## src/rtl/cmaint_pkg.sv

```systemverilog
package cmaint_pkg;

  // request operation codes
  localparam logic [2:0] OPC_DINV   = 3'd1;
  localparam logic [2:0] OPC_DFLUSH = 3'd2;
  localparam logic [2:0] OPC_DFLINV = 3'd3;
  localparam logic [2:0] OPC_IINV   = 3'd4;

  // per-line command kinds
  localparam logic [1:0] LK_NONE   = 2'd0;
  localparam logic [1:0] LK_DINV   = 2'd1;
  localparam logic [1:0] LK_DFLUSH = 2'd2;
  localparam logic [1:0] LK_IINV   = 2'd3;

  // width of the virtual page-number field packed into a command word
  localparam int PACK_W = 5;

  typedef enum logic [1:0] {
    ST_IDLE  = 2'd0,
    ST_ISSUE = 2'd1,
    ST_DRAIN = 2'd2,
    ST_FIN   = 2'd3
  } seq_state_e;

  function automatic logic op_ok(input logic [2:0] op);
    return (op == OPC_DINV) || (op == OPC_DFLUSH) ||
           (op == OPC_DFLINV) || (op == OPC_IINV);
  endfunction

  // codes with the writeback bit must wait for the flush path to drain
  function automatic logic op_drains(input logic [2:0] op);
    return op_ok(op) && op[1];
  endfunction

  function automatic logic [1:0] op_kind(input logic [2:0] op);
    if (op == OPC_IINV) return LK_IINV;
    if (op[0])          return LK_DINV;
    return LK_DFLUSH;
  endfunction

endpackage

```

## src/rtl/cmaint_plan.sv

```systemverilog
module cmaint_plan
  import cmaint_pkg::*;
#(
  parameter int ADDR_W     = 32,
  parameter int LEN_W      = 16,
  parameter int LINE_BYTES = 32,
  parameter int PAGE_BYTES = 8192,
  parameter int CNT_W      = LEN_W + 2 - $clog2(LINE_BYTES)
) (
  input  logic [ADDR_W-1:0] paddr,
  input  logic [ADDR_W-1:0] vaddr,
  input  logic [LEN_W-1:0]  len,
  output logic [ADDR_W-1:0] al_paddr,
  output logic [ADDR_W-1:0] al_vaddr,
  output logic [CNT_W-1:0]  lines,
  output logic              full_page,
  output logic              empty
);

  localparam int LINE_SH = $clog2(LINE_BYTES);
  localparam int PAGE_SH = $clog2(PAGE_BYTES);
  localparam int ADJ_W   = LEN_W + 1;
  localparam int RND_W   = ADJ_W + 1;

  logic [ADJ_W-1:0] adj_len;
  logic [RND_W-1:0] rounded;

  assign full_page = (len == LEN_W'(PAGE_BYTES)) && (paddr[PAGE_SH-1:0] == '0);
  assign empty     = (len == '0);

  always_comb begin
    if (full_page) begin
      // page-aligned whole page: already line aligned and line multiple
      al_paddr = paddr;
      al_vaddr = vaddr;
      adj_len  = {1'b0, len};
    end else begin
      al_paddr = {paddr[ADDR_W-1:LINE_SH], {LINE_SH{1'b0}}};
      al_vaddr = {vaddr[ADDR_W-1:LINE_SH], {LINE_SH{1'b0}}};
      adj_len  = {1'b0, len} + ADJ_W'(paddr[LINE_SH-1:0]);
    end
    rounded = {1'b0, adj_len} + RND_W'(LINE_BYTES - 1);
    lines   = CNT_W'(rounded >> LINE_SH);
  end

endmodule

```

## src/rtl/cmaint_addr.sv

```systemverilog
module cmaint_addr
  import cmaint_pkg::*;
#(
  parameter int ADDR_W     = 32,
  parameter int LINE_BYTES = 32,
  parameter int PAGE_BYTES = 8192,
  parameter int LEGACY     = 0
) (
  input  logic              clk,
  input  logic              rst_n,
  input  logic              load,
  input  logic              step,
  input  logic              hold,
  input  logic              first,
  input  logic              full,
  input  logic [ADDR_W-1:0] ld_paddr,
  input  logic [ADDR_W-1:0] ld_vaddr,
  output logic [ADDR_W-1:0] tag,
  output logic [ADDR_W-1:0] index,
  output logic              tag_we
);

  localparam int PAGE_SH = $clog2(PAGE_BYTES);
  localparam logic [ADDR_W-1:0] LINE_INC = ADDR_W'(LINE_BYTES);

  logic [ADDR_W-1:0] paddr_q, paddr_d;

  always_comb begin
    paddr_d = paddr_q;
    if (load)      paddr_d = ld_paddr;
    else if (step) paddr_d = paddr_q + LINE_INC;
  end

  always_ff @(posedge clk or negedge rst_n) begin
    if (!rst_n)              paddr_q <= '0;
    else if (load || step)   paddr_q <= paddr_d;
  end

  assign tag = paddr_q;

  if (LEGACY != 0) begin : g_packed
    // one command word: physical line address, page-number bits in the low field
    logic [PACK_W-1:0] pack_q, pack_d;

    always_comb begin
      pack_d = pack_q;
      if (load) pack_d = ld_vaddr[PAGE_SH+PACK_W-1:PAGE_SH];
    end

    always_ff @(posedge clk or negedge rst_n) begin
      if (!rst_n)    pack_q <= '0;
      else if (load) pack_q <= pack_d;
    end

    assign index  = {paddr_q[ADDR_W-1:PACK_W], pack_q};
    assign tag_we = 1'b0;
  end else begin : g_split
    // separate tag and index; index walks the virtual side
    logic [ADDR_W-1:0] vaddr_q, vaddr_d;

    always_comb begin
      vaddr_d = vaddr_q;
      if (load)      vaddr_d = ld_vaddr;
      else if (step) vaddr_d = vaddr_q + LINE_INC;
    end

    always_ff @(posedge clk or negedge rst_n) begin
      if (!rst_n)            vaddr_q <= '0;
      else if (load || step) vaddr_q <= vaddr_d;
    end

    assign index  = vaddr_q;
    assign tag_we = !full || first;
  end

  // presented command stays put until consumed
  p_hold_r10: assert property (@(posedge clk) disable iff (!rst_n)
    hold |=> ($stable(index) && $stable(tag) && $stable(tag_we)));

  // each consumed command moves the physical line forward by one line
  p_step_r4: assert property (@(posedge clk) disable iff (!rst_n)
    step |=> (tag == $past(tag) + LINE_INC));

endmodule

```

## src/rtl/cmaint_ctrl.sv

```systemverilog
module cmaint_ctrl
  import cmaint_pkg::*;
#(
  parameter int CNT_W = 13
) (
  input  logic             clk,
  input  logic             rst_n,
  input  logic             req_valid,
  input  logic [2:0]       req_op,
  input  logic [CNT_W-1:0] plan_lines,
  input  logic             plan_empty,
  input  logic             plan_full,
  input  logic             cmd_ack,
  input  logic             flush_busy,
  output logic             req_ready,
  output logic             cmd_valid,
  output logic [1:0]       cmd_kind,
  output logic             done,
  output logic             inv_mode_wb,
  output logic             load,
  output logic             step,
  output logic             hold,
  output logic             first,
  output logic             full
);

  seq_state_e       st_q, st_d;
  logic [CNT_W-1:0] left_q, left_d;
  logic [2:0]       op_q, op_d;
  logic             first_q, first_d;
  logic             full_q, full_d;
  logic             wb_q, wb_d;
  logic             go_lines;
  logic             data_en;

  assign go_lines = req_valid && (st_q == ST_IDLE) && op_ok(req_op) && !plan_empty;
  assign step     = (st_q == ST_ISSUE) && cmd_ack;
  assign data_en  = go_lines || step;

  always_comb begin
    st_d    = st_q;
    left_d  = left_q;
    op_d    = op_q;
    first_d = first_q;
    full_d  = full_q;
    wb_d    = wb_q;
    case (st_q)
      ST_IDLE: begin
        if (req_valid) begin
          if (go_lines) begin
            st_d    = ST_ISSUE;
            left_d  = plan_lines;
            op_d    = req_op;
            first_d = 1'b1;
            full_d  = plan_full;
            wb_d    = (req_op == OPC_DFLINV);
          end else begin
            st_d = ST_FIN;
          end
        end
      end
      ST_ISSUE: begin
        if (cmd_ack) begin
          left_d  = left_q - CNT_W'(1);
          first_d = 1'b0;
          if (left_q == CNT_W'(1)) st_d = op_drains(op_q) ? ST_DRAIN : ST_FIN;
        end
      end
      ST_DRAIN: begin
        if (!flush_busy) st_d = ST_FIN;
      end
      default: st_d = ST_IDLE;
    endcase
    // invalidate mode returns to discard-only once the work is finished
    if (st_d == ST_FIN) wb_d = 1'b0;
  end

  always_ff @(posedge clk or negedge rst_n) begin
    if (!rst_n) begin
      st_q <= ST_IDLE;
      wb_q <= 1'b0;
    end else begin
      st_q <= st_d;
      wb_q <= wb_d;
    end
  end

  always_ff @(posedge clk or negedge rst_n) begin
    if (!rst_n) begin
      left_q  <= '0;
      op_q    <= '0;
      first_q <= 1'b0;
      full_q  <= 1'b0;
    end else if (data_en) begin
      left_q  <= left_d;
      op_q    <= op_d;
      first_q <= first_d;
      full_q  <= full_d;
    end
  end

  assign req_ready   = (st_q == ST_IDLE);
  assign cmd_valid   = (st_q == ST_ISSUE);
  assign cmd_kind    = cmd_valid ? op_kind(op_q) : LK_NONE;
  assign done        = (st_q == ST_FIN);
  assign inv_mode_wb = wb_q;
  assign load        = go_lines;
  assign hold        = cmd_valid && !cmd_ack;
  assign first       = first_q;
  assign full        = full_q;

  // no completion while the writeback path is still busy in the drain
  p_drain_r7: assert property (@(posedge clk) disable iff (!rst_n)
    (st_q == ST_DRAIN && flush_busy) |=> !done);

  // done lasts one cycle and the engine is open again right after
  p_done_pulse_r8: assert property (@(posedge clk) disable iff (!rst_n)
    done |=> (!done && req_ready));

  // write-back invalidate mode covers every command of a code-3 request
  p_wbmode_on_r6: assert property (@(posedge clk) disable iff (!rst_n)
    (cmd_valid && op_q == OPC_DFLINV) |-> inv_mode_wb);

  // mode is back to discard-only at completion
  p_wbmode_off_r6: assert property (@(posedge clk) disable iff (!rst_n)
    done |-> !inv_mode_wb);

  // a command is only ever presented with lines still outstanding
  p_count_r2: assert property (@(posedge clk) disable iff (!rst_n)
    cmd_valid |-> (left_q != '0));

endmodule

```

## src/rtl/cmaint_seq.sv

```systemverilog
module cmaint_seq
  import cmaint_pkg::*;
#(
  parameter int ADDR_W     = 32,
  parameter int LEN_W      = 16,
  parameter int LINE_BYTES = 32,
  parameter int PAGE_BYTES = 8192,
  parameter int LEGACY     = 0
) (
  input  logic              clk,
  input  logic              rst_n,
  input  logic              req_valid,
  output logic              req_ready,
  input  logic [2:0]        req_op,
  input  logic [ADDR_W-1:0] req_paddr,
  input  logic [ADDR_W-1:0] req_vaddr,
  input  logic [LEN_W-1:0]  req_len,
  output logic              cmd_valid,
  input  logic              cmd_ack,
  output logic [1:0]        cmd_kind,
  output logic [ADDR_W-1:0] cmd_tag,
  output logic              cmd_tag_we,
  output logic [ADDR_W-1:0] cmd_index,
  input  logic              flush_busy,
  output logic              inv_mode_wb,
  output logic              done
);

  localparam int LINE_SH = $clog2(LINE_BYTES);
  localparam int CNT_W   = LEN_W + 2 - LINE_SH;

  logic [ADDR_W-1:0] al_paddr, al_vaddr;
  logic [CNT_W-1:0]  plan_lines;
  logic              plan_full, plan_empty;
  logic              load, step, hold, first, full;

  cmaint_plan #(
    .ADDR_W(ADDR_W), .LEN_W(LEN_W), .LINE_BYTES(LINE_BYTES),
    .PAGE_BYTES(PAGE_BYTES), .CNT_W(CNT_W)
  ) u_plan (
    .paddr     (req_paddr),
    .vaddr     (req_vaddr),
    .len       (req_len),
    .al_paddr  (al_paddr),
    .al_vaddr  (al_vaddr),
    .lines     (plan_lines),
    .full_page (plan_full),
    .empty     (plan_empty)
  );

  cmaint_ctrl #(.CNT_W(CNT_W)) u_ctrl (
    .clk         (clk),
    .rst_n       (rst_n),
    .req_valid   (req_valid),
    .req_op      (req_op),
    .plan_lines  (plan_lines),
    .plan_empty  (plan_empty),
    .plan_full   (plan_full),
    .cmd_ack     (cmd_ack),
    .flush_busy  (flush_busy),
    .req_ready   (req_ready),
    .cmd_valid   (cmd_valid),
    .cmd_kind    (cmd_kind),
    .done        (done),
    .inv_mode_wb (inv_mode_wb),
    .load        (load),
    .step        (step),
    .hold        (hold),
    .first       (first),
    .full        (full)
  );

  cmaint_addr #(
    .ADDR_W(ADDR_W), .LINE_BYTES(LINE_BYTES),
    .PAGE_BYTES(PAGE_BYTES), .LEGACY(LEGACY)
  ) u_addr (
    .clk      (clk),
    .rst_n    (rst_n),
    .load     (load),
    .step     (step),
    .hold     (hold),
    .first    (first),
    .full     (full),
    .ld_paddr (al_paddr),
    .ld_vaddr (al_vaddr),
    .tag      (cmd_tag),
    .index    (cmd_index),
    .tag_we   (cmd_tag_we)
  );

  // a presented command always names a real line operation
  p_kind_r1: assert property (@(posedge clk) disable iff (!rst_n)
    cmd_valid |-> (cmd_kind != LK_NONE));

  // a request is never taken while commands are outstanding
  p_busy_r8: assert property (@(posedge clk) disable iff (!rst_n)
    (cmd_valid && !(step && done)) |-> !req_ready);

endmodule

```

## config.mk

```make
export PLATFORM = sky130hd
export DESIGN_NAME = cmaint_seq
export DESIGN_NICKNAME = d
export VERILOG_FILES = /design/src/rtl/cmaint_pkg.sv /design/src/rtl/cmaint_plan.sv /design/src/rtl/cmaint_addr.sv /design/src/rtl/cmaint_ctrl.sv /design/src/rtl/cmaint_seq.sv
export SDC_FILE = /design/constraint.sdc
export NUM_CORES = 1
export LEC_CHECK = 0
export BUFFER_PORTS_ARGS = -buffer_cell sky130_fd_sc_hd__buf_2
export CORE_ASPECT_RATIO = 0.7
export CORE_MARGIN = 4
export CORE_UTILIZATION = 30
export CTS_CLUSTER_SIZE = 16
export DETAILED_ROUTE_END_ITERATION = 12
export PLACE_DENSITY = 0.54
export REMOVE_ABC_BUFFERS = 1
export SKIP_CTS_REPAIR_TIMING = 1
export SLEW_MARGIN = 15
export SYNTH_ARGS = -nofsm -noshare
export SYNTH_HDL_FRONTEND = slang
export SYNTH_SLANG_ARGS = --single-unit
export TNS_END_PERCENT = 30
```

## constraint.sdc

```tcl
create_clock -name clk -period 2.3 [get_ports clk]
set_input_delay 0.23 -clock clk [delete_from_list [all_inputs] [get_ports clk]]
set_output_delay 0.23 -clock clk [all_outputs]
set_load 0.1 [all_outputs]
```

==> reports/qor.txt, run 1 <==
===========================================================================================
Slew HR                                                                               0.619
Startpoint kind of the worst setup timing path                                    input pin
Number of top-level pins                                                                159
Total vias in the final route                                                          5478
Number of design-rule violations left by the first detailed-router iteration            485
Count of mapped cells out of synthesis                                                  624
Count of flip-flops with a built-in enable after synthesis                                0
Master cell of the clock root buffer                                           sky130_fd_sc_hd__clkbuf_16
Clock power frac                                                                      0.139
Result of the run                                                              complete, but fails checks
Floorplan die area                                                               19800 um^2
Final ANT Viol Nets                                                                       0
Overall fraction of global-route tracks in use                                        0.174
Antenna violations before repair                                                          1
Final Hold Viols                                                                          0
Setup-failing EPs final                                                                   6
Starting density of the core                                                          0.306
Final net count                                                                         929
Endpoint class of the critical path                                                register
Warnings, synthesis                                                                       0
Overall routed net length                                                          17500 um
Worst Path Arrival                                                                  2.68 ns
Start point of the worst hold path                                             req_vaddr[11]
Most frequent standard cell in the layout excluding fill and tap cells         sky130_fd_sc_hd__buf_2
Clock slew seen by the registers of the worst setup and hold paths                  0.07 ns
Clock Path Buffers                                                                        2
Fraction of synthesized cell area taken by the top area cell type                     0.404
Area grow syn2layout                                                                  37.5%
Combinational Power Share                                                             0.597
Share of post-route cells with drive strength above 1                                 0.333
Min-delay worst type                                                                 in2reg
DRC errors left                                                                           0
Mean post-synth cell area                                                         8.43 um^2
Average routed wire per standard cell                                               16.4 um
Switch share                                                                          0.605
Internal power                                                                      4.31 mW
Filler cells                                                                           1728
Synth top area cells                                                           sky130_fd_sc_hd__dfrtp_1 (40%), sky130_fd_sc_hd__nand2_1 (7.7%), sky130_fd_sc_hd__o21ai_0 (5.7%)
Post-synth cell types                                                                    66
Vias per Instance                                                                      5.13
Insertion delay to the later sink of the worst-skew pair                            0.34 ns
Crit path required time                                                             2.56 ns
Library cell with the largest summed area after synthesis                      sky130_fd_sc_hd__dfrtp_1
Number of register bits inferred by synthesis                                            85
Skew final                                                                       0.00736 ns
Worst setup path category                                                            in2reg
Placed Instance Area                                                              6750 um^2
Top library cells by usage in the layout, fill and taps aside                  sky130_fd_sc_hd__buf_2 (155), sky130_fd_sc_hd__nand2_1 (108), sky130_fd_sc_hd__dfrtp_1 (84)
Drt pass-1 iters                                                                          5
Final worst-path setup slack                                                      -0.114 ns
Setup tns final                                                                   -0.334 ns
Leakage                                                                             3.27 nW
Number of global-route vias before repair                                              5270
F_max                                                                             0.414 GHz
CP startpoint                                                                    req_len[0]
Antenna diodes                                                                            0
Cell Pwr Density                                                               1510 nW/um^2
Origin of the critical flop-to-flop path                                       u_ctrl.left_q[0]$_DFFE_PN0P_
Clock sink count                                                                         85
Total overflow reported by the global router                                              0
Number of buffers created by CTS                                                          9
Area of the mapped netlist                                                        5260 um^2
TritonCTS clock tree                                                                   done
Vertical extent of the die                                                           119 um
Slew at the pin with the worst max-slew slack                                      0.571 ns
CP Max Fanout                                                                             4
Horizontal die dimension                                                             166 um
Share of the yosys chip area belonging to registers                                   0.404
Share of flip-flops with an asynchronous set or reset after synthesis                  1.00
Post-synth top flop                                                            sky130_fd_sc_hd__dfrtp_1
Violations in the final reports                                                setup timing
Fin crit period                                                                     2.41 ns
Global-route wire length before repair                                             28500 um
CORE AREA                                                                        17200 um^2
Worst VDD drop                                                                     0.999 mV
Unrepaired setup endpoints after global routing                                        true
Final weighted congestion in routability-driven placement                             0.858
Maximum number of pins on one net before global-route repair                             46
Number of placement rows                                                                 40
Relative contribution of sequential cells to total power                              0.263
Final Instance Area                                                               7230 um^2
Final-report max-slew violation count                                                     0
Crit share post-route                                                                  1.05
Number of levels the H-tree was split into                                                3
Placed wire-length estimate                                                        13100 um
Maximum Capacitance Violations                                                            0
Sw Pwr                                                                              6.60 mW
Port buffer count                                                                       158
===========================================================================================
[area by class of cell]
| class | count | area [um^2] | area share |
|---|---|---|---|
| well taps | 231 | 289 | 0.0400 |
| clock buffers | 9 | 225 | 0.0311 |
| inverters | 18 | 67.6 | 0.00934 |
| multi-input cells | 490 | 3080 | 0.425 |
| clock inverters | 7 | 83.8 | 0.0116 |
| repair buffers | 227 | 1360 | 0.188 |
| flip-flops and latches | 85 | 2130 | 0.294 |
[synth_stat cells (3+ instances only)]
cell type / instances
sky130_fd_sc_hd__a221o_1: 6
sky130_fd_sc_hd__o211ai_1: 8
sky130_fd_sc_hd__mux2i_1: 3
sky130_fd_sc_hd__o311ai_0: 6
sky130_fd_sc_hd__nand2_1: 108
sky130_fd_sc_hd__inv_1: 18
sky130_fd_sc_hd__xor2_1: 22
sky130_fd_sc_hd__a22oi_1: 4
sky130_fd_sc_hd__dfrtp_1: 85
sky130_fd_sc_hd__and2_1: 10
sky130_fd_sc_hd__nand3_1: 34
sky130_fd_sc_hd__and4_1: 5
sky130_fd_sc_hd__o21ai_1: 3
sky130_fd_sc_hd__nor2_1: 40
sky130_fd_sc_hd__xnor2_1: 19
sky130_fd_sc_hd__nand4_1: 23
sky130_fd_sc_hd__and3b_1: 3
sky130_fd_sc_hd__o22ai_1: 4
sky130_fd_sc_hd__a31oi_1: 5
sky130_fd_sc_hd__ha_1: 9
sky130_fd_sc_hd__a221oi_1: 3
sky130_fd_sc_hd__nand2b_1: 4
sky130_fd_sc_hd__a21oi_1: 23
sky130_fd_sc_hd__clkbuf_1: 27
sky130_fd_sc_hd__and3_1: 10
sky130_fd_sc_hd__nor4_1: 16
sky130_fd_sc_hd__nor3_1: 15
sky130_fd_sc_hd__o21ai_0: 60
[power groups by stage]
stage	registers [mW]	clock network, mW	logic, mW
after floorplan	6.00	0	1.74
after global placement	2.86	0	6.46
after detailed placement	2.86	0	6.48
after CTS	2.84	1.57	6.49
after global routing	2.99	1.62	6.87
final	2.87	1.52	6.51
[metal layers]
layer / routed length [um] / vias to the layer above / GRT usage
met5: 7 / - / 0
met4: 101 / 2 / 0.0240
met3: 1200 / 13 / 0.0495
met2: 7020 / 178 / 0.246
met1: 9170 / 2588 / 0.268
li1: - / 2697 / -
[stage by stage]
step	util	hold slack [ns]	total power [mW]	setup slack, ns	std cells
CTS	0.411	-0.104	10.9	-0.329	1063
global route	0.421	0.0830	11.5	-0.155	1067
floorplan	-	-0.0656	7.73	-2.57	593
detailed placement	0.393	0.266	9.34	-0.693	1047
global placement	0.393	0.258	9.32	-0.576	1047
finish	0.421	0.0920	10.9	-0.114	1067
[flip-flops by register name, indices dropped and copies added, names as in the netlist]
register	count
u_addr.index	32
u_addr.tag	32
u_ctrl.left_q	13
u_ctrl.op_q	3
u_ctrl.st_q	2
u_ctrl.first	1
u_ctrl.full	1
u_ctrl.inv_mode_wb	1
[worst max-delay path, stage by stage]
cell	delay, ns
sky130_fd_sc_hd__buf_8	0.10
sky130_fd_sc_hd__ha_4	0.16
sky130_fd_sc_hd__fa_2	0.38
sky130_fd_sc_hd__and2_4	0.19
sky130_fd_sc_hd__o21ai_4	0.14
sky130_fd_sc_hd__o32ai_2	0.12
sky130_fd_sc_hd__or4b_4	0.61
sky130_fd_sc_hd__buf_6	0.15
sky130_fd_sc_hd__nor4_4	0.14
sky130_fd_sc_hd__mux2_4	0.33
sky130_fd_sc_hd__o21ai_2	0.13
[path summary, 6_finish.rpt]
kind	cells after the start	end	slack (ns)
setup / recovery	11	u_ctrl.left_q[8]$_DFFE_PN0P_	-0.11
hold / removal	3	u_addr.index[11]$_DFFE_PN0P_	0.09
setup reg to reg	6	u_ctrl.left_q[11]$_DFFE_PN0P_	0.05
hold reg to reg	2	u_addr.index[0]$_DFFE_PN0P_	0.47
max in group asynchronous	3	u_addr.tag[24]$_DFFE_PN0P_	1.21
min in group asynchronous	2	u_ctrl.left_q[9]$_DFFE_PN0P_	0.42
[kinds of logic after synthesis]
| group | after synthesis | share of synthesized area |
|---|---|---|
| AOI/OAI and AO/OA | 148 | 0.186 |
| adders and majority gates | 10 | 0.0252 |
| DFF | 85 | 0.404 |
| and+or+nand+nor | 287 | 0.272 |
| buffers and inverters | 49 | 0.0366 |
| xor gates and xnor gates | 41 | 0.0683 |
| muxes | 4 | 0.00785 |
(Power assumes the default switching activity.)
==> run 2: changes to the inputs <==
- CTS_BUF_LIST: unset -> sky130_fd_sc_hd__clkbuf_8
- SKIP_CTS_REPAIR_TIMING: 1 -> unset
==> run 2 against run 1 <==
  * The run now ends clean
  * Clock power fell by 25%
  * Via count rose by 0.68%
  * Register-to-register slack improved by 0.08 ns
  * Sequential share of layout area grew 0.26 points
  * Combinational power is essentially flat
  * Non-clock buffer count decreased by 1
  * Sequential power about the same
  * First-iteration DRC count decreased by 1.0%
  * Clock skew up 0.0026 ns
  * Clock-buffer cell count stayed put
==> reports/qor.txt, run 2 (synthesized netlist as in run 1, its figures left out) <==
===========================================================================================
F_max                                                                             0.436 GHz
Maximum Capacitance Violations                                                            0
Overall routed net length                                                          17600 um
CP startpoint                                                                    req_len[0]
Biggest cell delay along the critical path                                          0.60 ns
Drt pass-1 iters                                                                          5
Filler cells                                                                           1732
Result of the run                                                              finished clean
Slew HR                                                                               0.618
Unrepaired setup endpoints after global routing                                        true
Min-delay worst type                                                                 in2reg
Clock Path Buffers                                                                        2
Seq. cell area                                                                    2130 um^2
Endpoint class of the critical path                                                register
Worst Path Arrival                                                                  2.57 ns
Floorplan die area                                                               19800 um^2
Share of post-route cells with drive strength above 1                                 0.339
Final net count                                                                         928
Slew at the pin with the worst max-slew slack                                      0.574 ns
Capture point of the worst reg-to-reg path                                     u_ctrl.left_q[9]$_DFFE_PN0P_
Final Instance Area                                                               7180 um^2
Starting density of the core                                                          0.306
Antenna violations before repair                                                          1
Final-report max-slew violation count                                                     0
Origin of the critical flop-to-flop path                                       u_ctrl.left_q[0]$_DFFE_PN0P_
Worst VDD drop                                                                     0.993 mV
Overall fraction of global-route tracks in use                                        0.175
Most frequent standard cell in the layout excluding fill and tap cells         sky130_fd_sc_hd__buf_2
Vias per Instance                                                                      5.17
Fin crit period                                                                     2.29 ns
Placed wire-length estimate                                                        13100 um
Horizontal die dimension                                                             166 um
Average routed wire per standard cell                                               16.5 um
Antenna diodes                                                                            0
Maximum number of pins on one net before global-route repair                             46
TritonCTS clock tree                                                                   done
Crit path required time                                                             2.58 ns
CP max-delay cell                                                              sky130_fd_sc_hd__or4b_4
Cell Count Post-Placement                                                              1047
CP Max Fanout                                                                             4
Multi-input gate area                                                             3130 um^2
Setup-failing EPs final                                                                   0
Vertical extent of the die                                                           119 um
Leakage                                                                             3.24 nW
Area grow syn2layout                                                                  36.5%
Cell Chain, Critical Path                                                      buf_6 -> ha_4 -> fa_2 -> and2_4 -> a21oi_2 -> o32ai_2 -> or4b_4 -> nor4_4 -> mux2_4 -> o21ai_1
Total overflow reported by the global router                                              0
Final weighted congestion in routability-driven placement                             0.858
Cell Pwr Density                                                               1470 nW/um^2
Number of cells on the critical path                                                     10
Placed Instance Area                                                              6750 um^2
Final ANT Viol Nets                                                                       0
Final core utilization                                                                0.418
Worst setup path category                                                            in2reg
DRC errors left                                                                           0
CORE AREA                                                                        17200 um^2
Clock slew seen by the registers of the worst setup and hold paths                  0.09 ns
Buf/Inv on CP                                                                             1
Count of cells along the worst register-to-register path                                  7
Number of levels the H-tree was split into                                                3
Number of buffers created by CTS                                                          9
Number of top-level pins                                                                159
Master cell of the clock root buffer                                           sky130_fd_sc_hd__clkbuf_8
Crit share post-route                                                                 0.996
Insertion delay to the later sink of the worst-skew pair                            0.36 ns
Non-filler instance count after layout                                                 1066
Kind of cell with the highest combined delay on the critical path              simple AND/OR/NAND/NOR gates
Top library cells by usage in the layout, fill and taps aside                  sky130_fd_sc_hd__buf_2 (155), sky130_fd_sc_hd__nand2_1 (108), sky130_fd_sc_hd__dfrtp_1 (82)
Worst reg-to-reg setup slack                                                        0.13 ns
Worst setup path end                                                           u_ctrl.left_q[8]$_DFFE_PN0P_
Startpoint kind of the worst setup timing path                                    input pin
Number of placement rows                                                                 40
Clock sink count                                                                         85
Number of global-route vias before repair                                              5304
Number of design-rule violations left by the first detailed-router iteration            480
Final Hold Viols                                                                          0
Skew final                                                                       0.00998 ns
Port buffer count                                                                       158
Total vias in the final route                                                          5515
Global-route wire length before repair                                             28600 um
===========================================================================================
run 2: cell types whose count changed in the layout (fill, tap and decap cells not counted), moves of 2 or more:
cell and change:
sky130_fd_sc_hd__clkbuf_16 -9, sky130_fd_sc_hd__clkbuf_8 +9, sky130_fd_sc_hd__dfrtp_1 -2, sky130_fd_sc_hd__dfrtp_2 +2, sky130_fd_sc_hd__nor4_4 +2
run 2: per-layer routing:
layer  track usage  routed length, um  vias to the layer above
met3        0.0502               1140                       13
met5             0                  7                        -
met4        0.0337                123                        2
met1         0.268               9120                     2646
met2         0.245               7210                      161
li1              -                  -                     2693
run 2: worst min-delay path by stage:
stage | to | cells after the start | slack [ns] | from
floorplan | u_addr.index[0]$_DFFE_PN0P_ | 0 | -0.07 | rst_n
global placement | u_ctrl.left_q[9]$_DFFE_PN0P_ | 1 | 0.26 | rst_n
detailed placement | u_ctrl.left_q[9]$_DFFE_PN0P_ | 1 | 0.27 | rst_n
CTS | u_addr.tag[18]$_DFFE_PN0P_ | 3 | 0.04 | req_paddr[18]
global route | u_addr.index[10]$_DFFE_PN0P_ | 3 | 0.04 | req_vaddr[10]
finish | u_addr.tag[18]$_DFFE_PN0P_ | 3 | 0.07 | req_paddr[18]
run 2: timing repair:
item                                    CTS  global route
endpoints found under the setup margin    9            12
endpoints found under the hold margin    40             0
buffers inserted                          0             2
gates resized for setup                   7            33
pin swaps                                 3            12
hold buffers                              1             0
run 2: report_power, final:
group	switching, mW	leakage (nW)	internal [mW]
combinational	5.18	2.07	1.35
sequential	0.787	1.07	2.10
clock	0.618	0.102	0.520
run 2: layout make-up:
cell class,count,area share
multi-input cells,490,0.436
clock buffers,9,0.0173
flip-flops and latches,85,0.297
inverters,18,0.00941
clock inverters,7,0.0117
repair buffers,226,0.188
well taps,231,0.0403
run 2: per-stage QoR:
step | power (mW) | TNS (ns) | hold slack, ns | setup WS [ns]
CTS | 10.5 | 0 | 0.0362 | 0.0117
global route | 11.1 | -0.123 | 0.0371 | -0.0323
detailed placement | 9.34 | -6.09 | 0.266 | -0.693
floorplan | 7.73 | -147.14 | -0.0656 | -2.57
global placement | 9.32 | -5.26 | 0.258 | -0.576
finish | 10.6 | 0 | 0.0664 | 0.00811
run 2: worst min-delay path, cell delays in order:
cell,delay [ns]
sky130_fd_sc_hd__buf_2,0.07
sky130_fd_sc_hd__nand2_1,0.03
sky130_fd_sc_hd__o21ai_0,0.05
